## src/rtl/tseq_pkg.sv

```systemverilog
package tseq_pkg;

  // Class codes driven by the decoder; any other value runs as the minimum length.
  typedef enum logic [2:0] {
    CLS_REG  = 3'd0,
    CLS_MEM  = 3'd1,
    CLS_JUMP = 3'd2,
    CLS_SKIP = 3'd3
  } instr_class_e;

  localparam int unsigned CLASS_W = 3;

  // Pick the instruction length in T-states for a class code.
  function automatic int unsigned len_for_class(
    input logic [CLASS_W-1:0] code,
    input int unsigned        len_short,
    input int unsigned        len_mem,
    input int unsigned        len_jump
  );
    int unsigned n;
    case (code)
      CLS_MEM:  n = len_mem;
      CLS_JUMP: n = len_jump;
      default:  n = len_short;
    endcase
    return n;
  endfunction

endpackage

```

## src/rtl/tseq_phase.sv

```systemverilog
// Two-phase divider: phase 0 is the first clock of a T-state, phase 1 the second.
module tseq_phase (
  input  logic clk,
  input  logic rst_n,
  input  logic run_en,
  output logic second_o
);

  logic phase_q;
  logic phase_d;

  always_comb begin
    phase_d = phase_q;
    if (run_en) begin
      phase_d = ~phase_q;
    end
  end

  always_ff @(posedge clk or negedge rst_n) begin
    if (!rst_n) begin
      phase_q <= 1'b0;
    end else begin
      phase_q <= phase_d;
    end
  end

  assign second_o = phase_q;

endmodule

```

## src/rtl/tseq_len.sv

```systemverilog
// Class capture: holds the length of the running instruction in T-states.
module tseq_len
  import tseq_pkg::*;
#(
  parameter int unsigned LEN_SHORT = 5,
  parameter int unsigned LEN_MEM   = 8,
  parameter int unsigned LEN_JUMP  = 11,
  parameter int unsigned TS_W      = 4
) (
  input  logic               clk,
  input  logic               rst_n,
  input  logic               cap_en,
  input  logic [CLASS_W-1:0] class_i,
  output logic [TS_W-1:0]    len_o
);

  logic [TS_W-1:0] len_q;
  logic [TS_W-1:0] len_d;
  logic [TS_W-1:0] len_dec;

  always_comb begin
    len_dec = TS_W'(len_for_class(class_i, LEN_SHORT, LEN_MEM, LEN_JUMP));
  end

  always_comb begin
    len_d = len_q;
    if (cap_en) begin
      len_d = len_dec;
    end
  end

  always_ff @(posedge clk or negedge rst_n) begin
    if (!rst_n) begin
      len_q <= TS_W'(LEN_SHORT);
    end else begin
      len_q <= len_d;
    end
  end

  assign len_o = len_q;

endmodule

```

## src/rtl/tseq_count.sv

```systemverilog
// T-state counter: steps on the second clock of each T-state, wraps to 1 at the length.
module tseq_count #(
  parameter int unsigned TS_W = 4
) (
  input  logic            clk,
  input  logic            rst_n,
  input  logic            step_en,
  input  logic [TS_W-1:0] len_i,
  output logic [TS_W-1:0] tstate_o,
  output logic            last_o
);

  localparam logic [TS_W-1:0] TS_FIRST = TS_W'(1);

  logic [TS_W-1:0] ts_q;
  logic [TS_W-1:0] ts_d;
  logic            at_last;

  assign at_last = (ts_q >= len_i);

  always_comb begin
    ts_d = ts_q;
    if (step_en) begin
      if (at_last) begin
        ts_d = TS_FIRST;
      end else begin
        ts_d = ts_q + TS_W'(1);
      end
    end
  end

  always_ff @(posedge clk or negedge rst_n) begin
    if (!rst_n) begin
      ts_q <= TS_FIRST;
    end else begin
      ts_q <= ts_d;
    end
  end

  assign tstate_o = ts_q;
  assign last_o   = at_last;

endmodule

```

## src/rtl/tseq_timing.sv

```systemverilog
module tseq_timing
  import tseq_pkg::*;
#(
  parameter int unsigned LEN_SHORT  = 5,
  parameter int unsigned LEN_MEM    = 8,
  parameter int unsigned LEN_JUMP   = 11,
  parameter int unsigned SAMPLE_TS  = 3,
  localparam int unsigned LEN_MAX   = (LEN_JUMP > LEN_MEM) ? LEN_JUMP : LEN_MEM,
  localparam int unsigned TS_W      = $clog2(LEN_MAX + 1)
) (
  input  logic               clk,
  input  logic               rst_n,
  input  logic [CLASS_W-1:0] class_i,
  output logic [TS_W-1:0]    tstate_o,
  output logic               tstrobe_o,
  output logic               instr_end_o,
  output logic               fetch_start_o
);

  logic            second_clk;
  logic            step_en;
  logic            cap_en;
  logic            last_ts;
  logic [TS_W-1:0] len_cur;
  logic [TS_W-1:0] ts_cur;

  tseq_phase u_phase (
    .clk      (clk),
    .rst_n    (rst_n),
    .run_en   (1'b1),
    .second_o (second_clk)
  );

  assign step_en = second_clk;
  assign cap_en  = second_clk && (ts_cur == TS_W'(SAMPLE_TS));

  tseq_len #(
    .LEN_SHORT (LEN_SHORT),
    .LEN_MEM   (LEN_MEM),
    .LEN_JUMP  (LEN_JUMP),
    .TS_W      (TS_W)
  ) u_len (
    .clk     (clk),
    .rst_n   (rst_n),
    .cap_en  (cap_en),
    .class_i (class_i),
    .len_o   (len_cur)
  );

  tseq_count #(
    .TS_W (TS_W)
  ) u_count (
    .clk      (clk),
    .rst_n    (rst_n),
    .step_en  (step_en),
    .len_i    (len_cur),
    .tstate_o (ts_cur),
    .last_o   (last_ts)
  );

  assign tstate_o      = ts_cur;
  assign tstrobe_o     = ~second_clk;
  assign instr_end_o   = second_clk && last_ts;
  assign fetch_start_o = ~second_clk && (ts_cur == TS_W'(1));

endmodule

```

## config.mk

```make
export PLATFORM = sky130hd
export DESIGN_NAME = tseq_timing
export DESIGN_NICKNAME = d
export VERILOG_FILES = /design/src/rtl/tseq_pkg.sv /design/src/rtl/tseq_phase.sv /design/src/rtl/tseq_len.sv /design/src/rtl/tseq_count.sv /design/src/rtl/tseq_timing.sv
export SDC_FILE = /design/constraint.sdc
export NUM_CORES = 1
export LEC_CHECK = 0
export ABC_AREA = 1
export CORE_AREA = 2 2 39 41
export DETAILED_ROUTE_END_ITERATION = 6
export DIE_AREA = 0 0 41 43
export DONT_BUFFER_PORTS = 1
export SKIP_LAST_GASP = 1
export SLEW_MARGIN = 20
export SYNTH_ARGS = -nofsm -noshare
export SYNTH_HDL_FRONTEND = slang
export SYNTH_SLANG_ARGS = --single-unit
```

## constraint.sdc

```tcl
create_clock -name clk -period 3.1 [get_ports clk]
set_input_delay 0.31 -clock clk [delete_from_list [all_inputs] [get_ports clk]]
set_output_delay 0.31 -clock clk [all_outputs]
set_load 0.01 [all_outputs]
```

==> flow_summary.ini, run 1 <==
[floorplanning]
rows = 14
coreArea_um2 = 1380
die_x_um = 41
die_y_um = 43
initial_core_util = 0.403
ioPinCount = 12
die_area_um2 = 1760

[timing]
slew_viol_final = 0
finalSetupTns_ns = 0
timing.slew.headroom = 0.724
tightest_slew_ns = 0.413
final.setup_skew_ns = 0.00630
finalSetupViolCount = 0
rsz0062_at_grt = false
period_share = 0.640
fmax_ghz = 0.504
finalHoldViolCount = 0
hold_ws_ns = 0.249
finalCriticalPeriod_ns = 1.99

[finish]
nets = 82
syn2layout_area_growth_pct = 8.07
fin_util = 0.436
drive_gt1_frac = 0.114
final_cells = 86
diodes = 0

[clocking]
cts.root.buffer_cell = clkbuf_4
cts_sinks = 9
cts_inserted_buffers = 3
cts_max_level = 1
clockBufferDepth = 2
clkLatencyLatePin_ns = 0.26
clk_pin_slew_ns = 0.06
cts_setup_buffers = 0
cts_tree = yes

[job]
cap_violations = 0

[grt]
gr-total-overflow = 0
gr-usage-all-layers = 0.145
grt_max_degree = 10
first_global_vias = 418
grt_pass1_wl_mm = 1.66
antenna_found_initial = 0

[critical_path]
path_common_cell = inv_1
cp_max_fo = 6
worstSetupEndpointType = output pin
start_kind = flop
cp-startpoint = u_count.tstate_o[0]
worstPathRequired_ns = 2.79
path_buf_inv = 2
cp.depth = 6
reg2reg_slack_ns = 1.64
cp-endpoint = instr_end_o
r2r_cells = 5
crit_arrival_ns = 1.68
cpMaxStageDelayCell = dfstp_2
r2r-end = u_count.tstate_o[3]
crit_type = flop to output pin
max_stage_delay_ns = 0.61
path_delay_family = flip-flops
timing.rr.start = u_count.tstate_o[0]
path_cells = inv_1, ha_1, nand4_1, nand3_1, nand2_1, inv_1

[power]
finalPower_uw = 613
peakVddDrop_v = 0.000532
cellPowerDensity_nw_per_um2 = 1020
leakage_nw = 0.317

[drt]
vias = 404
wl_um = 917
drt-pass1-iter-count = 2
via_per_inst = 4.70
wire_per_inst_um = 10.7
drc = 0
ant_nets = 0
drtIter0Drc = 1

[placement]
hpwl_um = 691
dp.cells = 81
gp_congestion = 0.766
portBuffers = 0

[yosys]
ys_seq_area_frac = 0.410
syn_avg_cell_area_um2 = 8.46
synth_cell_types = 18
syn-num-nets = 77
synth_seq_cells = 9
synth_cells = 66
netlist_area_um2 = 558
yosysWarnings = 0

[worst_hold_path]
min-delay-start = class_i[0]
holdCritPathClass = input port to flop

[status]
status = finished, final reports clean
-- layout by cell type, fill, tap and decap left out, drive strengths merged --
master and n:
o21ai 3, or2 1, dfrtp 6, clkbuf 4, xor2 2, a21oi 3
inv 14, nand2 16, dlygate4sd3 1, ha 6, o21a 1, nor2 4
nand4 1, xnor2 1, nand3 3, nor3 1, dfstp 3
-- state kept, by name (all words and copies together) (netlist names) --
signal,flops
u_count.tstate_o,4
u_len.len_o,4
u_phase.second_o,1
-- worst min-delay path by stage --
| stage | endpoint | slack (ns) | cells past startpoint |
|---|---|---|---|
| final | u_len.len_o[1] | 0.25 | 3 |
| after global routing | u_len.len_o[0] | 0.27 | 3 |
| after CTS | u_len.len_o[0] | 0.25 | 3 |
| after detailed placement | u_count.tstate_o[1] | 0.01 | 0 |
| after global placement | u_count.tstate_o[1] | 0.01 | 0 |
| after floorplan | u_count.tstate_o[1] | 0.01 | 0 |
-- area by class of cell --
cell class / instances / area (um^2)
Clock buffer: 4 / 26.3
Fill cell: 134 / 781
Inverter: 14 / 52.6
Multi-Input combinational cell: 42 / 265
Sequential cell: 9 / 229
Tap cell: 16 / 20.0
Timing Repair Buffer: 1 / 10.0
-- cells in the mapped netlist --
cell type	n	area, um^2
dfrtp_1	6	150
a21oi_1	3	15.0
nand2_4	1	11.3
nand4_1	1	6.26
dfstp_2	3	78.8
or2_1	1	6.26
xnor2_1	1	8.76
o21ai_0	1	5.00
nand3_1	3	15.0
o21ai_1	2	10.0
xor2_1	2	17.5
nor3_4	1	16.3
o21a_1	1	7.51
nand2_1	15	56.3
inv_1	14	52.6
ha_1	6	75.1
buf_6	1	11.3
nor2_1	4	15.0
-- worst register-to-register path: stages (launching register included) --
cell     delay (ns)
dfstp_2        0.61
inv_1          0.07
ha_1           0.28
nand4_1        0.09
nand3_1        0.16
a21oi_1        0.17
-- what timing repair did --
item | CTS | global route
gates resized for setup | 0 | 0
hold buffers | 1 | 0
hold endpoints to repair | 9 | 0
-- through the flow --
stage	instance area [um^2]	setup WS, ns
finish	603	1.11
global route	603	1.00
CTS	603	1.10
detailed placement	567	1.40
global placement	567	1.43
floorplan	558	1.52
-- kinds of logic (layout without fill, tap and decap cells) --
family / count (synthesis) / count (layout) / share of synthesized area
adders and majority gates: 6 / 6 / 0.135
and+or+nand+nor: 26 / 26 / 0.226
AOI/OAI and AO/OA: 7 / 7 / 0.0673
buffers and inverters: 15 / 19 / 0.114
xor gates and xnor gates: 3 / 3 / 0.0471
DFF: 9 / 9 / 0.410
-- per-layer routing --
| metal | GRT usage | vias to the layer above | part of all wire |
|---|---|---|---|
| met1 | 0.159 | 184 | 0.44 |
| met4 | 0.120 | 0 | 0.028 |
| met2 | 0.228 | 6 | 0.50 |
| met5 | 0 | - | 0 |
| met3 | 0.0209 | 4 | 0.024 |
| li1 | - | 210 | - |
-- where the power goes --
part / internal (mW) / switching (mW)
sequential: 0.180 / 0.0614
clock: 0.0497 / 0.0429
combinational: 0.116 / 0.163
Power figures use the tool's default switching activity.
==> inputs of run 2 (changes only) <==
==> constraint.sdc (replaced) <==
create_clock -name clk -period 1.7 [get_ports clk]
set_input_delay 0.17 -clock clk [delete_from_list [all_inputs] [get_ports clk]]
set_output_delay 0.17 -clock clk [all_outputs]
set_load 0.01 [all_outputs]
==> run 2 against run 1 <==
Die area did not move. Critical path type unchanged. Highest routed layer unchanged. Via count rose by 12%. Critical path depth did not move. Clock power rose by 85%. Core utilization rose by 4.8 points. Non-clock buffer count rose by 6. Register-to-register slack got worse by 1.6 ns. Routed wire length rose by 12%. Worst setup slack got worse by 1.1 ns.
==> flow_summary.ini, run 2 (same netlist as run 1, synthesis figures left out) <==
[status]
status = finished, final reports clean

[power]
leakage_nw = 0.347
finalPower_mw = 1.38
peakVddDrop_v = 0.00110
cellPowerDensity_nw_per_um2 = 2070

[timing]
timing.slew.headroom = 0.720
slew_viol_final = 0
hold_ws_ns = 0.110
finalSetupViolCount = 0
rsz0062_at_grt = true
tightest_slew_ns = 0.419
final.setup_skew_ns = 0.00566
finalSetupTns_ns = 0
finalHoldViolCount = 0
finalCriticalPeriod_ns = 1.70
setup_slack_ns = 0.00260
period_share = 0.998
fmax_ghz = 0.589

[drt]
via_per_inst = 4.92
drc = 0
drtIter0Drc = 9
vias = 453
drt-pass1-iter-count = 4
wire_per_inst_um = 11.1
wl_mm = 1.03
ant_nets = 0

[finish]
drive_gt1_frac = 0.276
final_area_um2 = 669
fin_util = 0.484
mostFrequentLayoutCells = nand2_1, inv_1, buf_4, ha_1, dfrtp_1
nets = 88
diodes = 0
final_cells = 92
syn2layout_area_growth_pct = 20.0
final_common_cell = nand2_1

[grt]
grt_max_degree = 10
grt_pass1_wl_mm = 1.78
gr-usage-all-layers = 0.151
first_global_vias = 454
antenna_found_initial = 0
gr-total-overflow = 0

[placement]
place_ws_ns = 0.146
dp.cells = 83
gp_congestion = 0.808
hpwl_um = 737
portBuffers = 0
place_area_um2 = 582

[critical_path]
path_common_cell = inv_2
crit_type = flop to output pin
max_stage_delay_ns = 0.63
r2r_cells = 9
crit_arrival_ns = 1.53
path_cells = inv_2, ha_4, nand4_1, nand3_2, nand2_2, inv_2
cpMaxStageDelayCell = dfstp_2
start_kind = flop
worstSetupEndpointType = output pin
cp_max_fo = 6
worstPathRequired_ns = 1.53

[clocking]
cts_max_level = 1
cts_inserted_buffers = 3
clkLatencyLatePin_ns = 0.27
clk_pin_slew_ns = 0.06
cts_sinks = 9
clockBufferDepth = 2
cts.root.buffer_cell = clkbuf_4
cts_tree = yes

[worst_hold_path]
holdCritPathClass = input port to flop
min_path_cells = 3

[floorplanning]
die_y_um = 43
die_area_um2 = 1760
coreArea_um2 = 1380
die_x_um = 41
rows = 14
ioPinCount = 12
initial_core_util = 0.403

[job]
cap_violations = 0
==> run 2: worst paths after layout <==
| path | startpoint | to | slack (ns) |
|---|---|---|---|
| min | class_i[0] | u_len.len_o[1] | 0.11 |
| max in group asynchronous | rst_n | u_len.len_o[2] | 1.10 |
| min reg2reg | u_len.len_o[3] | u_len.len_o[3] | 0.49 |
| max | u_count.tstate_o[0] | instr_end_o | 0.003 |
| min in group asynchronous | rst_n | u_count.tstate_o[2] | 0.27 |
| max reg2reg | u_count.tstate_o[0] | u_count.tstate_o[0] | 0.04 |
==> run 2: repair_timing <==
action	in CTS	in global routing
hold buffers	1	0
endpoints found under the hold margin	9	0
setup endpoints to repair	1	2
gates resized for setup	7	1
pin swaps	5	0
buffers inserted	4	0
==> run 2: area by class of cell <==
class                      count  area, um^2
clock buffer                   4        26.3
fill                         137         714
inverter                      14        52.6
multi-input combinational     42         285
tap                           16        20.0
timing repair buffer           7        55.1
sequential                     9         230
==> run 2: critical path, delay by kind of cell (launching register included) <==
family	cells	cell delay, ns
flip-flops	1	0.63
buffers and inverters	2	0.14
adder cells (fa/ha/maj)	1	0.26
AND/OR/NAND/NOR	3	0.24
==> run 2: power breakdown <==
| group | internal (mW) | switching, mW |
|---|---|---|
| sequential | 0.332 | 0.0927 |
| combinational | 0.393 | 0.396 |
| clock | 0.0907 | 0.0803 |
==> run 2: metal layers <==
layer / global-route usage / wire length, um / up-vias
li1: - / - / 222
met1: 0.192 / 416 / 212
met2: 0.234 / 542 / 15
met3: 0.0209 / 46 / 4
met4: 0.0800 / 19 / 0
met5: 0 / 0 / -
